--- src/rtl/bwc_pkg.sv ---
package bwc_pkg;
  localparam int CAT_N = 7;
  localparam logic [CAT_N-1:0] TOTAL_MASK_RST = 7'h7F;
  localparam logic [CAT_N-1:0] LOCAL_MASK_RST = 7'h15;
  localparam int NUM_EVT = 2;

  typedef enum logic {
    EVT_TOTAL = 1'b0,
    EVT_LOCAL = 1'b1
  } evt_e;
endpackage

--- src/rtl/bwc_mask_regs.sv ---
module bwc_mask_regs
  import bwc_pkg::*;
#(
  parameter int WDATA_W = 32
) (
  input  logic               clk,
  input  logic               rst,
  input  logic               cfg_we,
  input  logic               cfg_sel,
  input  logic [WDATA_W-1:0] cfg_wdata,
  output logic [CAT_N-1:0]   mask_total_q,
  output logic [CAT_N-1:0]   mask_local_q,
  output logic               clr_o
);
  // Only the category bits are kept; the rest of the write word is dropped.
  logic [CAT_N-1:0] wr_bits;
  assign wr_bits = cfg_wdata[CAT_N-1:0];
  assign clr_o   = cfg_we;

  always_ff @(posedge clk) begin
    if (rst) begin
      mask_total_q <= TOTAL_MASK_RST;
      mask_local_q <= LOCAL_MASK_RST;
    end else if (cfg_we) begin
      if (cfg_sel == EVT_LOCAL) mask_local_q <= wr_bits;
      else                      mask_total_q <= wr_bits;
    end
  end

  p_rst_masks_r1: assert property (@(posedge clk) disable iff (rst)
    $past(rst) |-> (mask_total_q == TOTAL_MASK_RST && mask_local_q == LOCAL_MASK_RST));

  p_mask_low_bits_r4: assert property (@(posedge clk) disable iff (rst)
    (cfg_we && cfg_sel == EVT_TOTAL) |=> (mask_total_q == $past(cfg_wdata[CAT_N-1:0])));

  p_mask_local_r4: assert property (@(posedge clk) disable iff (rst)
    (cfg_we && cfg_sel == EVT_LOCAL) |=> (mask_local_q == $past(cfg_wdata[CAT_N-1:0])));
endmodule

--- src/rtl/bwc_event_bank.sv ---
module bwc_event_bank
  import bwc_pkg::*;
#(
  parameter int NUM_ID = 16,
  parameter int CNT_W  = 48,
  parameter int BYTE_W = 16,
  localparam int ID_W  = $clog2(NUM_ID)
) (
  input  logic              clk,
  input  logic              rst,
  input  logic              clr_i,
  input  logic [CAT_N-1:0]  mask_i,
  input  logic              txn_valid,
  input  logic [ID_W-1:0]   txn_id,
  input  logic [CAT_N-1:0]  txn_cat,
  input  logic [BYTE_W-1:0] txn_bytes,
  input  logic              rd_req_i,
  input  logic [ID_W-1:0]   rd_id_i,
  output logic [CNT_W-1:0]  rd_cnt_q,
  output logic              rd_unav_q
);
  localparam logic [CNT_W-1:0] CNT_MAX = '1;

  // Counter storage has no reset; the stale bits mark its content as zero.
  logic [CNT_W-1:0]  mem [NUM_ID];
  logic [NUM_ID-1:0] stale_q;
  logic [NUM_ID-1:0] fresh_q;

  logic             hit;
  logic [CNT_W-1:0] acc_base;
  logic [CNT_W:0]   acc_sum;
  logic [CNT_W-1:0] acc_next;
  logic [CNT_W-1:0] rd_base;

  assign hit      = txn_valid && (|(txn_cat & mask_i)) && !clr_i;
  assign acc_base = stale_q[txn_id] ? '0 : mem[txn_id];
  assign acc_sum  = {1'b0, acc_base} + {{(CNT_W + 1 - BYTE_W){1'b0}}, txn_bytes};
  assign acc_next = acc_sum[CNT_W] ? CNT_MAX : acc_sum[CNT_W-1:0];
  assign rd_base  = stale_q[rd_id_i] ? '0 : mem[rd_id_i];

  always_ff @(posedge clk) begin
    if (hit) mem[txn_id] <= acc_next;
  end

  always_ff @(posedge clk) begin
    if (rst) begin
      stale_q <= '1;
      fresh_q <= '0;
    end else if (clr_i) begin
      stale_q <= '1;
      fresh_q <= '1;
    end else begin
      if (hit)      stale_q[txn_id]  <= 1'b0;
      if (rd_req_i) fresh_q[rd_id_i] <= 1'b0;
    end
  end

  always_ff @(posedge clk) begin
    if (rst) begin
      rd_cnt_q  <= '0;
      rd_unav_q <= 1'b0;
    end else if (rd_req_i) begin
      rd_unav_q <= fresh_q[rd_id_i];
      rd_cnt_q  <= fresh_q[rd_id_i] ? '0 : rd_base;
    end
  end

  p_clear_all_r5: assert property (@(posedge clk) disable iff (rst)
    clr_i |=> ((&stale_q) && (&fresh_q)));

  p_no_wrap_r8: assert property (@(posedge clk) disable iff (rst)
    (hit && !stale_q[txn_id]) |=> (mem[$past(txn_id)] >= $past(mem[txn_id])));

  p_unav_zero_r6: assert property (@(posedge clk) disable iff (rst)
    rd_unav_q |-> (rd_cnt_q == '0));
endmodule

--- src/rtl/bw_event_counter.sv ---
module bw_event_counter
  import bwc_pkg::*;
#(
  parameter int NUM_ID  = 16,
  parameter int CNT_W   = 48,
  parameter int BYTE_W  = 16,
  parameter int WDATA_W = 32,
  localparam int ID_W   = $clog2(NUM_ID)
) (
  input  logic               clk,
  input  logic               rst,
  input  logic               txn_valid,
  input  logic [ID_W-1:0]    txn_id,
  input  logic [6:0]         txn_cat,
  input  logic [BYTE_W-1:0]  txn_bytes,
  input  logic               cfg_we,
  input  logic               cfg_sel,
  input  logic [WDATA_W-1:0] cfg_wdata,
  input  logic               rd_req,
  input  logic [ID_W-1:0]    rd_id,
  input  logic               rd_evt,
  output logic               rd_valid,
  output logic [CNT_W-1:0]   rd_count,
  output logic               rd_unavail,
  output logic [6:0]         mask_total,
  output logic [6:0]         mask_local
);
  logic clr;
  logic [CAT_N-1:0] mask_vec [NUM_EVT];
  logic [CNT_W-1:0] bank_cnt [NUM_EVT];
  logic [NUM_EVT-1:0] bank_unav;
  logic evt_q;

  bwc_mask_regs #(.WDATA_W(WDATA_W)) u_masks (
    .clk          (clk),
    .rst          (rst),
    .cfg_we       (cfg_we),
    .cfg_sel      (cfg_sel),
    .cfg_wdata    (cfg_wdata),
    .mask_total_q (mask_total),
    .mask_local_q (mask_local),
    .clr_o        (clr)
  );

  assign mask_vec[EVT_TOTAL] = mask_total;
  assign mask_vec[EVT_LOCAL] = mask_local;

  for (genvar g = 0; g < NUM_EVT; g++) begin : g_evt
    bwc_event_bank #(
      .NUM_ID (NUM_ID),
      .CNT_W  (CNT_W),
      .BYTE_W (BYTE_W)
    ) u_bank (
      .clk       (clk),
      .rst       (rst),
      .clr_i     (clr),
      .mask_i    (mask_vec[g]),
      .txn_valid (txn_valid),
      .txn_id    (txn_id),
      .txn_cat   (txn_cat),
      .txn_bytes (txn_bytes),
      .rd_req_i  (rd_req && (rd_evt == 1'(g))),
      .rd_id_i   (rd_id),
      .rd_cnt_q  (bank_cnt[g]),
      .rd_unav_q (bank_unav[g])
    );
  end

  always_ff @(posedge clk) begin
    if (rst) begin
      rd_valid <= 1'b0;
      evt_q    <= 1'b0;
    end else begin
      rd_valid <= rd_req;
      if (rd_req) evt_q <= rd_evt;
    end
  end

  assign rd_count   = bank_cnt[evt_q];
  assign rd_unavail = bank_unav[evt_q];

  p_rd_latency_r9: assert property (@(posedge clk) disable iff (rst)
    rd_req |=> rd_valid);

  p_rd_single_r9: assert property (@(posedge clk) disable iff (rst)
    !rd_req |=> !rd_valid);

  p_cat_onehot_r2: assert property (@(posedge clk) disable iff (rst)
    txn_valid |-> $onehot0(txn_cat));
endmodule

--- config.mk ---
export PLATFORM = sky130hd
export DESIGN_NAME = bw_event_counter
export DESIGN_NICKNAME = d
export VERILOG_FILES = /design/src/rtl/bwc_pkg.sv /design/src/rtl/bwc_mask_regs.sv /design/src/rtl/bwc_event_bank.sv /design/src/rtl/bw_event_counter.sv
export SDC_FILE = /design/constraint.sdc
export NUM_CORES = 2
export LEC_CHECK = 0
export BUFFER_PORTS_ARGS = -buffer_cell sky130_fd_sc_hd__buf_4
export CORE_AREA = 3 3 401 403
export CTS_BUF_LIST = sky130_fd_sc_hd__clkbuf_2 sky130_fd_sc_hd__clkbuf_4 sky130_fd_sc_hd__clkbuf_8
export CTS_CLUSTER_SIZE = 12
export DETAILED_ROUTE_END_ITERATION = 10
export DIE_AREA = 0 0 404 406
export GPL_ROUTABILITY_DRIVEN = 0
export PLACE_DENSITY_LB_ADDON = 0.12
export SKIP_CTS_REPAIR_TIMING = 1
export SLEW_MARGIN = 10
export SYNTH_ARGS = -nofsm -noshare
export SYNTH_HDL_FRONTEND = slang
export SYNTH_SLANG_ARGS = --single-unit
--- constraint.sdc ---
create_clock -name clk -period 6 [get_ports clk]
set_input_delay 0.3 -clock clk [delete_from_list [all_inputs] [get_ports clk]]
set_output_delay 0.3 -clock clk [all_outputs]
set_load 0.01 [all_outputs]
==> run metrics <==
Final min period=5.59 ns; routed wl met3=18300 µm; Metal-1 WL=90300 µm; Async SR Flop Fraction=0; Yosys cell types=79; WP depth=14; Synthesized Nets=4309; Required @ worst endpoint=6.59 ns; Routed Antenna Nets=0; r2r worst-path depth=14; critical path fanouts, max=16; R2R Path End=g_evt[1].u_bank.mem[0][36]; Cell Rows=146; Syn-to-layout area delta=13.4%; grt ovf=0; Setup Skew=0.0680 ns; Peak VDD IR=0.243 mV; die width=404 µm; Cell Area, Synth=80300 µm²; Routed WL=223000 µm; Cell Chain, Critical Path=mux4_2, mux4_2, nor2b_1, ha_1, fa_1, a21o_1, and3_1, o21ai_0, a211oi_1, o21ai_1, buf_4, nor4_1, xor2_1, o21ai_1; CP max stage delay=0.87 ns; Placeable Area=158000 µm²; MaxCap Viol Count=0; die extent in y=406 µm; number of I/O port buffers=108; reg2reg start=g_evt[1].u_bank.stale_q[7]; 1st-iter DRT viols=4788; Final Hold Fails=0; Clk pin slew, worst setup/hold paths=0.06 ns; share of cells above drive strength 1=0.393; Seq/Total Area, Yosys=0.619; DRC=0; Setup CP Type=reg2reg; # fillers=11900; first-pass GRT wire length=324000 µm; CP delay by family, top=compound AO/OA/AOI/OAI gates; Post-synth EDFFs=1536; Worst path slowest cell=o21ai_1; most frequent cells in the layout=edfxtp_1, mux4_2, clkbuf_8; Top Metal Used=met5; arrival time of the worst setup path=6.18 ns; CTS tree=yes; commonest non-fill, non-tap cell in the layout=edfxtp_1; CTS root buffer=clkbuf_8; unrepaired setup endpoints after global routing=false; Setup TNS=0 ns; clk sinks=1714; via count=45600; Die Area=164000 µm²; Syn Inst Count=4205; cts bufs inserted=305; Worst Setup End Kind=flop; Final Slew Violations=0; total length of routed met2 wires=109000 µm; crit path buf inv count=1; dpl hpwl=126000 µm; CP Capture Point=g_evt[1].u_bank.mem[0][36]; Final #Nets=4660; H-tree Lvls=5; initial core utilization=0.508; initial antenna violation count=4; setup violators final=0; vias per inst=6.65; Avg WL per Cell=32.6 µm; Setup crit start=g_evt[1].u_bank.stale_q[7]; reg-to-reg setup timing slack=0.41 ns; leakage power=30.2 nW; max_slew headroom=0.202; yosys warns=0; synthesized flop and latch total=1714; Hold/Removal Path Class=in2reg; Skew-Pair Late Insertion Delay=1.00 ns; total track usage=0.275; P per Cell Area=291 nW/µm²; I/O pin cnt=134; worst slew pin tran=1.19 ns; vias in the first global route=46400; drt first pass iters=8; clk buf depth=4; largest net degree at the start of global routing=123; main flop type after synthesis=edfxtp_1; final core occ=0.576; period utilization=0.931; Worst setup SP type=flop; Fmax=179 MHz; Mean Syn Cell Area=19.1 µm²; outcome=finished, final reports clean
==> cell usage after synthesis (all sizes together) (4+ instances only) <==
master / n / share of area
or2: 4 / 0.00031
nor4: 18 / 0.0018
dfxtp: 178 / 0.044
clkbuf: 176 / 0.0082
xnor2: 46 / 0.0050
a21o: 14 / 0.0013
and2: 8 / 0.00062
o21bai: 7 / 0.00065
nor2b: 35 / 0.0027
xor2: 31 / 0.0034
mux2: 49 / 0.0069
a22oi: 101 / 0.0098
a221o: 5 / 0.00062
nand3b: 5 / 0.00047
o21ai: 164 / 0.010
a22o: 25 / 0.0027
nor3: 24 / 0.0017
ha: 32 / 0.0050
and3: 31 / 0.0024
o21a: 8 / 0.00075
nor2: 125 / 0.0059
edfxtp: 1536 / 0.57
nand4: 17 / 0.0013
nand2b: 18 / 0.0014
inv: 67 / 0.0031
nor4b: 9 / 0.0012
a31oi: 6 / 0.00047
nand2: 195 / 0.0092
a211o: 12 / 0.0013
a211oi: 10 / 0.00094
a21oi: 67 / 0.0042
buf: 136 / 0.012
nand3: 34 / 0.0022
a221oi: 24 / 0.0026
mux4: 942 / 0.26
==> worst register-to-register path, stage by stage (launching register included) <==
cell      delay [ns]
dfxtp_1         0.33
mux4_2          0.47
mux4_2          0.63
nor2b_1         0.24
ha_1            0.27
fa_1            0.23
a21o_1          0.16
and3_1          0.21
o21ai_0         0.19
a211oi_1        0.83
o21ai_1         0.16
buf_4           0.21
nor4_1          0.29
xor2_1          0.11
o21ai_1         0.87
==> metal layers <==
layer | global-route usage | vias to the layer above
li1 | - | 18600
met1 | 0.390 | 24500
met2 | 0.442 | 2066
met3 | 0.0516 | 382
met4 | 0.0821 | 6
met5 | 0 | -
==> sequential cells by signal, summed over array words and instances, names as in the netlist <==
signal                  flops
g_evt.u_bank.mem         1536
u_masks.mask_local_q        7
g_evt.u_bank.fresh_q       32
g_evt.u_bank.rd_cnt_q      96
g_evt.u_bank.rd_unav_q      2
evt_q                       1
g_evt.u_bank.stale_q       32
u_masks.mask_total_q        7
rd_valid                    1
==> through the flow <==
stage,cell area (µm²),power [mW],setup WS [ns],hold WS [ns],std cells
after global placement,84600,15.7,0.0399,0.429,6297
after detailed placement,84600,15.7,-0.0216,0.441,6297
after floorplan,80300,14.9,-0.0913,0.410,4205
after CTS,90700,26.7,0.425,-0.572,6827
after global routing,91000,27.4,0.0991,0.0148,6853
final,91000,26.5,0.412,0.0289,6854
==> where the power goes <==
part | internal [mW] | switching (mW) | leakage [nW]
registers | 13.2 | 0.0448 | 15.8
clock network | 6.27 | 4.73 | 3.23
logic | 0.956 | 1.28 | 11.1
total | 20.4 | 6.05 | 30.2
==> cells by family (layout without fill, tap and decap cells) <==
group	Yosys count	in the layout	share of synthesized area
DFF	1714	1714	0.619
muxes	994	994	0.272
and+or+nand+nor	542	542	0.0337
AOI/OAI and AO/OA	464	464	0.0382
buffers and inverters	380	954	0.0235
xor gates and xnor gates	77	77	0.00840
adders and majority gates	34	34	0.00549
other	0	3	0
==> cell type report <==
class                      count  area (µm²)  share of cell area
multi-input combinational   2111       29000               0.319
timing repair buffer         356        3280              0.0361
clock buffer                 427        5290              0.0581
inverter                      68         255             0.00281
tap                         2072        2590              0.0285
antenna                        3        7.51           0.0000825
sequential                  1714       49700               0.546
clock inverter               103         817             0.00898
==> how the worst min path moves through the flow <==
stage | cells after the start | slack [ns] | from | endpoint
after floorplan | 1 | 0.41 | rd_req | evt_q
after global placement | 2 | 0.43 | g_evt[0].u_bank.rd_cnt_q[39] | g_evt[0].u_bank.rd_cnt_q[39]
after detailed placement | 2 | 0.44 | g_evt[0].u_bank.rd_cnt_q[39] | g_evt[0].u_bank.rd_cnt_q[39]
after CTS | 2 | -0.57 | cfg_wdata[1] | u_masks.mask_total_q[1]
after global routing | 4 | 0.01 | rd_id[2] | g_evt[0].u_bank.fresh_q[7]
final | 5 | 0.03 | rd_id[2] | g_evt[1].u_bank.fresh_q[0]
(Power assumes the default switching activity.)
